==> config.mk <==
export PLATFORM = sky130hd
export DESIGN_NAME = evroute
export DESIGN_NICKNAME = d
export VERILOG_FILES = /design/src/rtl/evroute.sv
export SDC_FILE = /design/constraint.sdc
export NUM_CORES = 1
export LEC_CHECK = 0
export ABC_CLOCK_PERIOD_IN_PS = 2900
export BUFFER_PORTS_ARGS = -buffer_cell sky130_fd_sc_hd__buf_2
export CAP_MARGIN = 20
export CORE_ASPECT_RATIO = 1.1
export CORE_MARGIN = 4
export CORE_UTILIZATION = 35
export DETAILED_ROUTE_END_ITERATION = 10
export MAX_ROUTING_LAYER = met4
export PLACE_DENSITY = 0.5
export SLEW_MARGIN = 20
export SYNTH_ARGS = -nofsm -noshare
export SYNTH_HDL_FRONTEND = slang
export SYNTH_SLANG_ARGS = --single-unit
==> constraint.sdc <==
create_clock -name clk -period 2.9 [get_ports clk]
set_clock_uncertainty 0.05 [all_clocks]
set_input_delay 0.435 -clock clk [delete_from_list [all_inputs] [get_ports clk]]
set_output_delay 0.435 -clock clk [all_outputs]
set_load 0.03 [all_outputs]
==> src/rtl/evroute.sv <==
module evroute #(
  parameter int N_GEN  = 16,
  parameter int N_CH   = 8,
  parameter int N_USR  = 16,
  parameter int DATA_W = 8
) (
  input  logic                                 clk,
  input  logic                                 rst_n,
  input  logic [N_GEN-1:0]                     gen_i,
  output logic [N_USR-1:0]                     usr_o,
  input  logic                                 cfg_we,
  input  logic [$clog2(N_CH+N_USR)-1:0]        cfg_addr,
  input  logic [DATA_W-1:0]                    cfg_wdata,
  output logic [DATA_W-1:0]                    cfg_rdata
);
  localparam int GW    = $clog2(N_GEN);
  localparam int UW    = $clog2(N_CH + 1);
  localparam int CW    = $clog2(N_CH);
  localparam int N_REG = N_CH + N_USR;
  localparam int AW    = $clog2(N_REG);

  logic [GW-1:0]    ch_sel  [N_CH];
  logic [UW-1:0]    usr_sel [N_USR];
  logic [N_CH-1:0]  ch_q;
  logic [N_USR-1:0] usr_q;

  assign usr_o = usr_q;

  for (genvar c = 0; c < N_CH; c++) begin : g_ch
    always_ff @(posedge clk) begin
      if (!rst_n)
        ch_sel[c] <= '0;
      else if (cfg_we && cfg_addr == AW'(c))
        ch_sel[c] <= cfg_wdata[GW-1:0];
    end

    always_ff @(posedge clk) begin
      if (!rst_n) ch_q[c] <= 1'b0;
      else        ch_q[c] <= gen_i[ch_sel[c]];
    end
  end

  for (genvar u = 0; u < N_USR; u++) begin : g_usr
    logic          live;
    logic [CW-1:0] idx;

    assign live = (usr_sel[u] != '0) && (usr_sel[u] <= UW'(N_CH));
    assign idx  = CW'(usr_sel[u] - UW'(1));

    always_ff @(posedge clk) begin
      if (!rst_n)
        usr_sel[u] <= '0;
      else if (cfg_we && cfg_addr == AW'(N_CH + u))
        usr_sel[u] <= cfg_wdata[UW-1:0];
    end

    always_ff @(posedge clk) begin
      if (!rst_n) usr_q[u] <= 1'b0;
      else        usr_q[u] <= live & ch_q[idx];
    end
  end

  always_comb begin
    cfg_rdata = '0;
    for (int c = 0; c < N_CH; c++)
      if (cfg_addr == AW'(c)) cfg_rdata = DATA_W'(ch_sel[c]);
    for (int u = 0; u < N_USR; u++)
      if (cfg_addr == AW'(N_CH + u)) cfg_rdata = DATA_W'(usr_sel[u]);
  end
endmodule


==> flow_summary_export.csv <==
group,metric,value,unit
status,status,"finished, final reports clean",
cells_and_area,nets,843,
sta,tightestPinTransition,1.02,ns
clocking,cts_hold_buffers,0,
global_routing,grt-ovfl-total,0,
sta,fin_crit,2.85,ns
drt,ant_nets,0,
drt,routed_wl,26800,um
worst_setup_path,end_kind,"output port",
worst_setup_path,critPathKind,"register to output port",
sta,relSlewSlack,0.316,
min_path,hp-class,"input port to register",
cells_and_area,drive_above_1_share,0.259,
yosys,syn_area,8490,um2
yosys,synth_seq_cells,120,
sta,rsz0062_at_grt,"false",
clocking,htreeDepth,4,
yosys,yosysTopAreaCellShare,0.339,
yosys,netlist_top_cells_area,"edfxtp_1 34%, mux4_2 17%, and2_1 7.7%, dfxtp_1 5.7%, ha_1 4.7%",
global_routing,grt_pass1_wl,39800,um
global_routing,grt_pass1_vias,6387,
yosys,ys_seq_area_frac,0.396,
drt,via_count,6254,
sta,finalHoldViolations,0,
worst_setup_path,path_cells,"mux4_2 -> a21oi_2 -> o32ai_2 -> a32oi_2 -> o32ai_2 -> buf_4 -> buf_4",
floorplanning,die_height,171,um
cells_and_area,stdcell_count,1100,
yosys,yosysWarnings,0,
power,peakVddDrop,0.312,mV
clocking,cts_tree,"done",
job,cap_violations,0,
worst_setup_path,max_stage_delay,0.52,ns
floorplanning,die_w,157,um
floorplanning,dieArea,26800,um2
floorplanning,io_pins,56,
clocking,insertion_delay,0.42,ns
floorplanning,coreArea,23800,um2
drt,drc,0,
sta,slew_viol_final,0,
clocking,clock_path_buffers,2,
clocking,clock-sinks,120,
clocking,cts_buffers,17,
power,p_per_area,510,nW/um2
drt,firstDrtPassIters,5,
clocking,cts-root-buf,"clkbuf_16",
power,p_leak,3.72,nW
yosys,yosys.area.top_type,"edfxtp_1",
global_routing,grt_use_total,0.207,
sta,setup_violations,0,
cells_and_area,utilization,0.412,
worst_setup_path,crit_buf_inv,2,
placed_design,dp_hpwl,18300,um
global_routing,antenna_found_initial,4,
sta,holdWs,0.448,ns
drt,routedWlPerCell,24.3,um
sta,fmax,0.351,GHz
worst_setup_path,cp.arrival,2.37,ns
worst_setup_path,cp_top_family,"compound AO/OA/AOI/OAI gates",
worst_setup_path,startpoint_type,"register",
clocking,cts.clk_slew.worst_paths,0.06,ns
yosys,synth_cell_type_count,55,
yosys,syn_inst,716,
sta,fin_crit_sh,0.983,
yosys,synth_async_sr_flop_share,0,
worst_setup_path,cp_slowest_cell,"mux4_2",
drt,first_iter_violations,704,
yosys,syn_area_per_cell,11.9,um2
worst_setup_path,crit_path_max_fanout,2,
placed_design,numPortBuffers,47,
yosys,synth-edff-count,96,
floorplanning,row_count,59,
floorplanning,initial_core_util,0.357,
yosys,yosys_most_used_dff,"edfxtp_1",
global_routing,grt_max_degree,34,
cells_and_area,areaGrowthSynthToFinish,15.3,%
sta,fin_tns_setup,0,ns
drt,avgViaCountPerCell,5.69,
worst_setup_path,cp.required,2.41,ns
placed_design,gp_congestion,0.952,
placed_design,placed_cells,1057,
==> flip-flops by register name, summed over array words and instances (netlist names) <==
register,count
usr_o,16
usr_sel,64
ch_q,8
ch_sel,32
==> power by group <==
group / switching (W) / leakage (nW) / internal (W)
sequential: 0.000205 / 1.11 / 0.00197
combinational: 0.000454 / 2.36 / 0.000466
clock: 0.000812 / 0.248 / 0.00109
total: 0.00147 / 3.72 / 0.00353
==> tightest hold or removal path, stage by stage <==
cell	delay [ns]
buf_2	0.25
nand2_1	0.11
nor2_1	0.05
==> through the flow <==
stage	instance area, um2	total power, W	worst slack [ns]
floorplan	8500	0.00276	0.227
global placement	9150	0.00308	-0.0185
detailed placement	9150	0.00310	0.0316
CTS	9750	0.00501	0.0104
global route	9790	0.00518	0.00372
finish	9790	0.00500	0.0488
==> area by class of cell <==
| class | instances | area, um2 |
|---|---|---|
| clock inverter | 14 | 105 |
| fill | 2288 | 14000 |
| inverter | 36 | 135 |
| clock buffer | 18 | 429 |
| multi-input combinational | 512 | 4740 |
| antenna | 3 | 7.51 |
| sequential | 120 | 3360 |
| tap | 305 | 382 |
| timing repair buffer | 92 | 632 |
==> routing by layer <==
layer  part of all wire  wire length [um]  vias to the layer above  GRT usage
met1               0.42             11200                     3158      0.268
li1                   -                 -                     2776          -
met4              0.033               877                        0     0.0766
met5                  0                 0                        -          -
met2               0.49             13000                      265      0.330
met3              0.063              1680                       55     0.0355
==> path summary, 6_finish.rpt <==
| check | startpoint | slack (ns) | cells after the start | endpoint |
|---|---|---|---|---|
| setup reg to reg | ch_sel[1][0]$_SDFFCE_PN0P_ | 0.98 | 3 | ch_q[4]$_SDFF_PN0_ |
| hold / removal | rst_n | 0.45 | 3 | usr_o[1]$_SDFF_PN0_ |
| hold reg to reg | usr_sel[0][31]$_SDFFCE_PN0P_ | 0.54 | 3 | usr_o[7]$_SDFF_PN0_ |
| setup / recovery | ch_sel[0][6]$_SDFFCE_PN0P_ | 0.05 | 7 | cfg_rdata[2] |
==> kinds of logic (layout without fill, tap and decap cells) <==
logic type / Yosys count / count (layout) / share of synthesized area
XOR/XNOR: 32 / 32 / 0.0330
adder cells (fa/ha/maj): 32 / 32 / 0.0471
buffers and inverters: 87 / 160 / 0.0516
multiplexers: 107 / 107 / 0.247
AND/OR/NAND/NOR: 243 / 243 / 0.154
flip-flops: 120 / 120 / 0.396
AO/OA/AOI/OAI: 94 / 94 / 0.0704
other: 1 / 7 / 0.000442
==> Yosys cell counts, drive strengths merged, types with 2 or more instances <==
cell and count:
a22o 2, nand2b 8, a311oi 2, a221oi 3
ha 32, o22ai 2, or2 3, o31ai 3
nand3 9, xnor2 32, o32ai 2, mux2 3
nand2 31, edfxtp 96, o21ai 38, inv 36
a211oi 2, a31oi 10, o211ai 5, and2 105
o221ai 3, buf 23, a32oi 2, nand3b 2
dfxtp 24, clkbuf 28, nor2b 18, mux4 78
nor3 3, mux2i 26, nor2 57, a21oi 11
==> cell usage in the layout, fill, tap and decap left out, drive strengths merged, types with 31 or more instances in the layout <==
cell type and instances:
and2 105, inv 37, nand2 31, xnor2 32, buf 91, o21ai 38, mux4 78, ha 32
nor2 57, edfxtp 96
==> timing repair <==
action                     in CTS  in global routing
pin swaps                       3                  1
resized for setup               5                  4
hold endpoints to repair        0                  0
buffers inserted                6                  2
setup endpoints to repair       2                  2
Power figures use the tool's default switching activity.
